===== config.mk =====
export PLATFORM = sky130hd
export DESIGN_NAME = tagcache_top
export DESIGN_NICKNAME = d
export VERILOG_FILES = /design/src/rtl/tagcache_pkg.sv /design/src/rtl/tagcache_store.sv /design/src/rtl/tagcache_lookup.sv /design/src/rtl/tagcache_victim.sv /design/src/rtl/tagcache_top.sv
export SDC_FILE = /design/constraint.sdc
export NUM_CORES = 1
export LEC_CHECK = 0
export BUFFER_PORTS_ARGS = -buffer_cell sky130_fd_sc_hd__buf_2
export CAP_MARGIN = 20
export CORE_UTILIZATION = 40
export CTS_CLUSTER_DIAMETER = 50
export DETAILED_ROUTE_END_ITERATION = 7
export RECOVER_POWER = 100
export SLEW_MARGIN = 20
export SYNTH_ARGS = -nofsm -noshare
export SYNTH_HDL_FRONTEND = slang
export SYNTH_SLANG_ARGS = --single-unit

===== constraint.sdc =====
create_clock -name clk_i -period 2.9 [get_ports clk_i]
set_input_delay 0.145 -clock clk_i [delete_from_list [all_inputs] [get_ports clk_i]]
set_output_delay 0.145 -clock clk_i [all_outputs]
set_load 0.005 [all_outputs]

===== src/rtl/tagcache_pkg.sv =====
package tagcache_pkg;
  localparam int unsigned WAYS = 2;

  typedef enum logic [1:0] {
    POL_LRU  = 2'b00,
    POL_MRU  = 2'b01,
    POL_RAND = 2'b10,
    POL_LRU2 = 2'b11
  } policy_e;
endpackage


===== src/rtl/tagcache_store.sv =====
module tagcache_store #(
  parameter int unsigned SETS  = 2,
  parameter int unsigned TAG_W = 7,
  localparam int unsigned SET_W = $clog2(SETS)
) (
  input  logic                              clk_i,
  input  logic                              rst_ni,
  input  logic                              upd_i,
  input  logic [SET_W-1:0]                  upd_set_i,
  input  logic                              upd_way_i,
  input  logic                              upd_fill_i,
  input  logic [TAG_W-1:0]                  upd_tag_i,
  input  logic [SET_W-1:0]                  rd_set_i,
  output logic [tagcache_pkg::WAYS-1:0]     rd_valid_o,
  output logic [tagcache_pkg::WAYS-1:0][TAG_W-1:0] rd_tag_o,
  output logic                              rd_mru_o,
  output logic [SETS*tagcache_pkg::WAYS-1:0] dbg_valid_o,
  output logic [SETS*tagcache_pkg::WAYS*TAG_W-1:0] dbg_tags_o,
  output logic [SETS-1:0]                   dbg_mru_o
);
  localparam int unsigned WAYS = tagcache_pkg::WAYS;

  logic [SETS-1:0][WAYS-1:0]            set_valid;
  logic [SETS-1:0][WAYS-1:0][TAG_W-1:0] set_tag;
  logic [SETS-1:0]                      set_mru;

  for (genvar g = 0; g < SETS; g++) begin : g_set
    logic [WAYS-1:0]            v_q;
    logic [WAYS-1:0][TAG_W-1:0] t_q;
    logic                       m_q;
    logic                       sel;

    assign sel = upd_i && (upd_set_i == SET_W'(g));

    always_ff @(posedge clk_i or negedge rst_ni) begin
      if (!rst_ni) begin
        v_q <= '0;
        t_q <= '0;
        m_q <= 1'b0;
      end else if (sel) begin
        m_q <= upd_way_i;
        if (upd_fill_i) begin
          v_q[upd_way_i] <= 1'b1;
          t_q[upd_way_i] <= upd_tag_i;
        end
      end
    end

    assign set_valid[g] = v_q;
    assign set_tag[g]   = t_q;
    assign set_mru[g]   = m_q;

    for (genvar w = 0; w < WAYS; w++) begin : g_way
      assign dbg_valid_o[g*WAYS+w] = v_q[w];
      assign dbg_tags_o[(g*WAYS+w)*TAG_W +: TAG_W] = t_q[w];
    end
  end

  assign rd_valid_o = set_valid[rd_set_i];
  assign rd_tag_o   = set_tag[rd_set_i];
  assign rd_mru_o   = set_mru[rd_set_i];
  assign dbg_mru_o  = set_mru;
endmodule


===== src/rtl/tagcache_lookup.sv =====
module tagcache_lookup #(
  parameter int unsigned TAG_W = 7
) (
  input  logic [tagcache_pkg::WAYS-1:0]            valid_i,
  input  logic [tagcache_pkg::WAYS-1:0][TAG_W-1:0] tag_i,
  input  logic [TAG_W-1:0]                         req_tag_i,
  output logic                                     hit_o,
  output logic                                     hit_way_o
);
  logic [tagcache_pkg::WAYS-1:0] match;

  for (genvar w = 0; w < tagcache_pkg::WAYS; w++) begin : g_cmp
    assign match[w] = valid_i[w] && (tag_i[w] == req_tag_i);
  end

  assign hit_o     = |match;
  assign hit_way_o = match[1];
endmodule


===== src/rtl/tagcache_victim.sv =====
module tagcache_victim
  import tagcache_pkg::*;
(
  input  logic [WAYS-1:0] valid_i,
  input  logic            mru_i,
  input  logic [1:0]      policy_i,
  input  logic            rand_bit_i,
  output logic            way_o
);
  policy_e pol;
  assign pol = policy_e'(policy_i);

  always_comb begin
    if (!valid_i[0])      way_o = 1'b0;
    else if (!valid_i[1]) way_o = 1'b1;
    else begin
      unique case (pol)
        POL_MRU:  way_o = mru_i;
        POL_RAND: way_o = rand_bit_i;
        default:  way_o = ~mru_i;
      endcase
    end
  end
endmodule


===== src/rtl/tagcache_top.sv =====
module tagcache_top #(
  parameter int unsigned ADDR_W = 8,
  parameter int unsigned SETS   = 2,
  parameter int unsigned CNT_W  = 16,
  localparam int unsigned SET_W = $clog2(SETS),
  localparam int unsigned TAG_W = ADDR_W - SET_W
) (
  input  logic                     clk_i,
  input  logic                     rst_ni,
  input  logic                     req_valid_i,
  input  logic [ADDR_W-1:0]        req_addr_i,
  input  logic [1:0]               policy_i,
  input  logic                     rand_bit_i,
  output logic                     rsp_valid_o,
  output logic                     hit_o,
  output logic                     miss_o,
  output logic                     evict_valid_o,
  output logic [ADDR_W-1:0]        evict_addr_o,
  output logic [CNT_W-1:0]         hit_count_o,
  output logic [CNT_W-1:0]         miss_count_o,
  output logic [SETS*2-1:0]        dbg_valid_o,
  output logic [SETS*2*TAG_W-1:0]  dbg_tags_o,
  output logic [SETS-1:0]          dbg_mru_o
);
  localparam int unsigned WAYS = tagcache_pkg::WAYS;

  logic [SET_W-1:0]            req_set;
  logic [TAG_W-1:0]            req_tag;
  logic [WAYS-1:0]             rd_valid;
  logic [WAYS-1:0][TAG_W-1:0]  rd_tag;
  logic                        rd_mru;
  logic                        lk_hit, lk_way, vic_way, upd_way;

  assign req_set = req_addr_i[SET_W-1:0];
  assign req_tag = req_addr_i[ADDR_W-1:SET_W];
  assign upd_way = lk_hit ? lk_way : vic_way;

  tagcache_store #(.SETS(SETS), .TAG_W(TAG_W)) u_store (
    .clk_i      (clk_i),
    .rst_ni     (rst_ni),
    .upd_i      (req_valid_i),
    .upd_set_i  (req_set),
    .upd_way_i  (upd_way),
    .upd_fill_i (!lk_hit),
    .upd_tag_i  (req_tag),
    .rd_set_i   (req_set),
    .rd_valid_o (rd_valid),
    .rd_tag_o   (rd_tag),
    .rd_mru_o   (rd_mru),
    .dbg_valid_o(dbg_valid_o),
    .dbg_tags_o (dbg_tags_o),
    .dbg_mru_o  (dbg_mru_o)
  );

  tagcache_lookup #(.TAG_W(TAG_W)) u_lookup (
    .valid_i  (rd_valid),
    .tag_i    (rd_tag),
    .req_tag_i(req_tag),
    .hit_o    (lk_hit),
    .hit_way_o(lk_way)
  );

  tagcache_victim u_victim (
    .valid_i   (rd_valid),
    .mru_i     (rd_mru),
    .policy_i  (policy_i),
    .rand_bit_i(rand_bit_i),
    .way_o     (vic_way)
  );

  always_ff @(posedge clk_i or negedge rst_ni) begin
    if (!rst_ni) begin
      rsp_valid_o   <= 1'b0;
      hit_o         <= 1'b0;
      miss_o        <= 1'b0;
      evict_valid_o <= 1'b0;
      evict_addr_o  <= '0;
      hit_count_o   <= '0;
      miss_count_o  <= '0;
    end else begin
      rsp_valid_o   <= req_valid_i;
      hit_o         <= req_valid_i && lk_hit;
      miss_o        <= req_valid_i && !lk_hit;
      evict_valid_o <= req_valid_i && !lk_hit && rd_valid[vic_way];
      evict_addr_o  <= (req_valid_i && !lk_hit && rd_valid[vic_way]) ?
                       {rd_tag[vic_way], req_set} : '0;
      if (req_valid_i) begin
        if (lk_hit) hit_count_o  <= hit_count_o + 1'b1;
        else        miss_count_o <= miss_count_o + 1'b1;
      end
    end
  end
endmodule


==> results.cfg, run 1 <==
[cells_and_area]
final_nets = 426
fillers = 909
multi_input_area_um2 = 1640
diodes = 0
final_util = 0.480
syn_to_final_growth_pct = 16.6
drive_gt1_frac = 0.264
seq_area_um2 = 1950

[sta]
setup_viol = 0
tns_ps = 0
rsz0062_at_grt = false
finalMaxSlewViolations = 79
finClkSkew_ps = 9.78
tightest_slew_ps = 1910
hold_viol_final = 0
hold_ws_ps = 108
period_minus_slack_ps = 2640
fin_crit_sh = 0.910
clock.fmax_mhz = 379
max_slew_margin = -0.272

[setup_path]
worstSetupPathType = register to register
worst_path_largest_cell_delay_ps = 490
cp_data_arrival_time_ps = 2880
path_buf_inv = 0
critical_path.cell_chain = nand2b_1, mux4_2, nor3_1, nand2_1, and2_0, nand3b_1, mux2_2
crit_path_end_kind = register
crit_slowest_cell = mux4_2
required_ps = 3140
critPathMaxFanout = 8
crit_family = simple AND/OR/NAND/NOR gates
start_kind = register

[routing]
post-route-drc-count = 0
drtIter0Drc = 91
firstDrtPassIters = 4
drt-total-wl_mm = 8.76
num_vias = 2755
viasPerCell = 5.26
wl_per_cell_um = 16.7
detail-route-antenna-nets = 0

[clocking]
clk_path_buf_depth = 2
cts-resized-gates = 0
h-tree-depth = 3
clkLatencyLatePin_ps = 360
clkTransAtPathRegs_ps = 80
clock_sinks = 78
cts_tree = built
numCtsBuffers = 9
cts-root-buf = clkbuf_8
postCtsSetupRepairBufs = 0

[logic_synthesis]
yosysWarningCount = 0
ys_seq_elements = 78
synth.yosys.seq_area_share = 0.516
yosysTopAreaCell = dfrtp_1
synth.area.top_cells = dfrtp_1, xnor2_1, mux2_2
synthCells = 313
ys_types = 45
synth_area_per_cell_um2 = 12.1
syn-num-nets = 331
synth_top_area_frac = 0.516
synth-async-reset-ratio = 1.00
synth_area_um2 = 3780
synth_edf_count = 0
synth_ff_type = dfrtp_1

[die]
start_util = 0.411
die_y_um = 99.3
core-area_um2 = 9200
dieArea_um2 = 9850
io_pins = 92
fp-row-count = 35
fp.dieW_um = 99.3

[pwr]
clkPwrFrac = 0.234
p_leak_nw = 2.08
intPower_mw = 2.28
vdd_drop_max_v = 0.000379
p_sw_mw = 1.14
seqPwrFrac = 0.464
combPwrFrac = 0.302
power_density_nw_per_um2 = 774
p_sw_frac = 0.334

[run]
cap_violations = 1

[status]
violations = capacitance limit, slew limit
status = finished, violations left

[global_route]
antenna_found_initial = 0
grt_pass1_wl_mm = 14.4
first_global_vias = 2709
grt_max_degree = 79
grt_overflow = 0
track_usage = 0.189

[worst_hold_path]
hold_path.class = primary input to register

[placed_design]
dp_hpwl_mm = 6.07
numPortBuffers = 91
gp_congestion = 0.857
## registers in the layout, indices dropped and copies added (netlist names), 2 cells and up
name / flops
u_store.g_set.m_q: 2
evict_addr_o: 8
hit_count_o: 16
miss_count_o: 16
u_store.g_set.v_q: 4
u_store.dbg_tags_o: 28
## cells in the final DEF, fill, tap and decap left out, types with 2 or more instances in the layout
master / count
clkbuf_1: 31
nor2b_1: 2
nand3b_1: 3
dfrtp_1: 78
ha_1: 4
clkinvlp_4: 3
buf_2: 59
mux2_1: 7
xor2_1: 10
nand2b_1: 5
nand4_1: 13
nor3_1: 8
mux2_2: 23
a31oi_1: 2
clkbuf_8: 9
nand3_1: 11
clkinv_2: 2
mux2i_1: 13
a21oi_1: 4
xnor2_1: 34
nor2_1: 12
nand4_2: 2
nand2_1: 18
nor4_1: 3
nor3b_1: 6
and2_1: 2
inv_1: 8
clkbuf_2: 2
a211oi_1: 9
buf_4: 4
and3_1: 12
## stage by stage
step	power, mW	setup WS (ps)	cells	cell area (um2)
after global placement	2.67	280	507	4320
final	3.41	260	524	4410
after floorplan	2.24	728	313	3780
after global routing	3.65	172	524	4410
after detailed placement	2.69	214	507	4320
after CTS	3.50	424	524	4520
## kinds of logic (layout without fill, tap and decap cells)
kind of cell,count (synthesis),count (layout),synth area share
simple gates,103,103,0.161
compound gates,19,19,0.0377
mux,44,44,0.137
fa+ha+maj,4,4,0.0132
xor+xnor,44,44,0.102
buf+inv,21,121,0.0337
flops,78,78,0.516
## per-layer routing
layer / global-route usage / up-vias / part of all wire
li1: - / 1290 / -
met1: 0.282 / 1375 / 0.49
met2: 0.265 / 77 / 0.45
met3: 0.0351 / 13 / 0.049
met4: 0.0848 / 0 / 0.017
met5: 0 / - / 0
## synthesized netlist by cell type (all sizes together) (3+ instances only)
master / number
mux2i: 13
a211oi: 9
nand3: 12
and2: 3
nor3b: 6
mux2: 30
nand2: 18
nor3: 8
buf: 11
inv: 8
nor4: 3
nand3b: 3
nand2b: 5
nand4: 15
a21oi: 4
nor2: 12
ha: 4
xor2: 10
dfrtp: 78
and3: 12
xnor2: 34
## worst paths after layout
path / endpoint / slack, ps / depth (start not counted) / startpoint
worst min register to register: hit_count_o[15]$_DFFE_PN0P_ / 470 / 1 / hit_count_o[15]$_DFFE_PN0P_
min in group asynchronous: miss_count_o[13]$_DFFE_PN0P_ / 860 / 2 / rst_ni
worst min-delay path: u_store.dbg_tags_o[17]$_DFFE_PN0P_ / 110 / 2 / req_addr_i[4]
max in group asynchronous: u_store.dbg_tags_o[20]$_DFFE_PN0P_ / 920 / 2 / rst_ni
worst max-delay path: u_store.dbg_tags_o[0]$_DFFE_PN0P_ / 260 / 7 / u_store.dbg_tags_o[15]$_DFFE_PN0P_
worst max register to register: u_store.dbg_tags_o[0]$_DFFE_PN0P_ / 260 / 7 / u_store.dbg_tags_o[15]$_DFFE_PN0P_
## power groups by stage
stage          sequential [mW]  clock (mW)  combinational [mW]
6_report                  1.58       0.798                1.03
5_1_grt                   1.62       0.873                1.15
4_1_cts                   1.58       0.818                1.10
3_5_place_dp              1.60           0                1.09
3_3_place_gp              1.60           0                1.07
2_1_floorplan             1.58           0               0.653
## area by class of cell
type,count,area share
clock buffer,10,0.0289
clock inverter,6,0.0142
inverter,8,0.00681
multi-input combinational,214,0.372
sequential,78,0.442
tap,111,0.0315
timing repair buffer,97,0.105
## what timing repair did
| action | CTS | global route |
|---|---|---|
| setup endpoints to repair | 0 | 0 |
| hold buffers | 1 | 0 |
| endpoints found under the hold margin | 78 | 0 |
Note: power is estimated with default switching activity, not from simulation.
==> run 2: changes to the inputs <==
--- a/config.mk
+++ b/config.mk
@@ -5,7 +5,7 @@
 export SDC_FILE = /design/constraint.sdc
 export NUM_CORES = 1
 export LEC_CHECK = 0
-export BUFFER_PORTS_ARGS = -buffer_cell sky130_fd_sc_hd__buf_2
+export BUFFER_PORTS_ARGS = -buffer_cell sky130_fd_sc_hd__buf_4
 export CAP_MARGIN = 20
 export CORE_UTILIZATION = 40
 export CTS_CLUSTER_DIAMETER = 50
==> run 2 against run 1 <==
Net effect: the run still ends with capacitance limit, slew limit left; sequential power barely moved; maximum frequency rose by 2.8%; utilization rose by 2.3 points; sequential share of layout area fell by 2.0 points; cell count fell by 0.19%; critical path type unchanged; largest cell class unchanged.
==> results.cfg, run 2 (synthesized netlist as in run 1, its figures left out) <==
[routing]
wl_per_cell_um = 16.3
drt-total-wl_mm = 8.53
num_vias = 2693
detail-route-antenna-nets = 0
firstDrtPassIters = 4
drtIter0Drc = 110
viasPerCell = 5.15
post-route-drc-count = 0

[clocking]
numCtsBuffers = 9
postCtsSetupRepairBufs = 0
cts_tree = built
clkLatencyLatePin_ps = 350
cts-root-buf = clkbuf_8
clk_path_buf_depth = 2
clock_sinks = 78
cts-resized-gates = 0
clkTransAtPathRegs_ps = 80
h-tree-depth = 3

[setup_path]
cp_data_arrival_time_ps = 2800
worstReg2RegStart = u_store.dbg_tags_o[1]$_DFFE_PN0P_
startpoint = u_store.dbg_tags_o[1]$_DFFE_PN0P_
critPathMaxFanout = 10
worstSetupPathType = register to register
start_kind = register
crit_path_end_kind = register
required_ps = 3130

[pwr]
p_leak_nw = 2.18
combPwrFrac = 0.334
seqPwrFrac = 0.460
vdd_drop_max_v = 0.000387
clkPwrFrac = 0.206
intPower_mw = 2.33
power_density_nw_per_um2 = 748
p_sw_frac = 0.326
p_sw_mw = 1.13

[placed_design]
pre_cts_ws_ps = 288
gp_congestion = 0.765
numPortBuffers = 91
dp_hpwl_mm = 6.15

[cells_and_area]
diodes = 0
drive_gt1_frac = 0.318
largest_reg_flops = 28
syn_to_final_growth_pct = 22.2
fillers = 862
layout_commonest_cell = dfrtp_1
final_nets = 425
final_cell_mix = dfrtp_1, clkbuf_4, xnor2_1

[die]
start_util = 0.411
die_y_um = 99.3
dieArea_um2 = 9850
fp.dieW_um = 99.3
fp-row-count = 35
core-area_um2 = 9200
io_pins = 92

[sta]
finClkSkew_ps = 14.3
tns_ps = 0
period_minus_slack_ps = 2570
rsz0062_at_grt = false
fin_crit_sh = 0.886
finalMaxSlewViolations = 79
fin_ws_ps = 331
setup_viol = 0
tightest_slew_ps = 1900
hold_ws_ps = 81.8
clock.fmax_mhz = 389
max_slew_margin = -0.264
hold_viol_final = 0

[global_route]
grt_pass1_wl_mm = 14.2
first_global_vias = 2754
track_usage = 0.187
grt_max_degree = 79
grt_overflow = 0
antenna_found_initial = 0

[worst_hold_path]
holdCritStartpoint = req_addr_i[7]
hold_path.class = primary input to register

[status]
violations = capacitance limit, slew limit
status = finished, violations left

[run]
cap_violations = 1
-- run 2: per-layer routing --
layer  track usage  vias to the layer above  wire length, um
li1              -                     1292                -
met4        0.0679                        0               96
met1         0.269                     1325             4150
met3        0.0372                        9              372
met5             0                        -                0
met2         0.280                       67             3910
-- run 2: final timing paths --
check	cells after the start	to	slack, ps
setup reg to reg	7	u_store.dbg_tags_o[7]$_DFFE_PN0P_	330
setup / recovery	7	u_store.dbg_tags_o[7]$_DFFE_PN0P_	330
max in group asynchronous	2	hit_count_o[0]$_DFFE_PN0P_	910
hold reg to reg	1	hit_count_o[15]$_DFFE_PN0P_	470
min in group asynchronous	2	rsp_valid_o$_DFF_PN0_	830
hold / removal	2	u_store.dbg_tags_o[20]$_DFFE_PN0P_	80
-- run 2: worst max-delay path: stages, from the launching register on --
cell and delay, ps:
dfrtp_1 420, nand2b_1 160, mux4_2 470, nor3_1 190
nand2_1 80, and2_1 290, nand3_1 450, mux2_2 400
-- run 2: through the flow --
| stage | instance area (um2) | util | instances | total power, mW |
|---|---|---|---|---|
| after detailed placement | 4540 | 0.493 | 506 | 2.86 |
| final | 4620 | 0.503 | 523 | 3.46 |
| after floorplan | 3780 | - | 313 | 2.24 |
| after global placement | 4540 | 0.493 | 506 | 2.84 |
| after global routing | 4620 | 0.503 | 523 | 3.69 |
| after CTS | 4720 | 0.513 | 523 | 3.58 |
-- run 2: layout make-up --
class | count | area, um2 | area share
timing repair buffer | 96 | 691 | 0.149
sequential | 78 | 1950 | 0.422
inverter | 8 | 30.0 | 0.00650
tap | 111 | 139 | 0.0300
clock inverter | 4 | 22.5 | 0.00487
multi-input combinational | 214 | 1640 | 0.355
clock buffer | 12 | 145 | 0.0314
-- run 2: repair_timing --
| action | in CTS | in global routing |
|---|---|---|
| endpoints found under the hold margin | 31 | 0 |
| setup endpoints to repair | 0 | 0 |
| hold buffers | 1 | 0 |
-- run 2: power by group through the flow --
stage                     clock [mW]  sequential, mW  combinational [mW]
after global placement             0            1.62                1.22
after global routing           0.779            1.63                1.28
after floorplan                    0            1.58               0.653
after detailed placement           0            1.62                1.24
after CTS                      0.732            1.60                1.24
final                          0.713            1.59                1.16
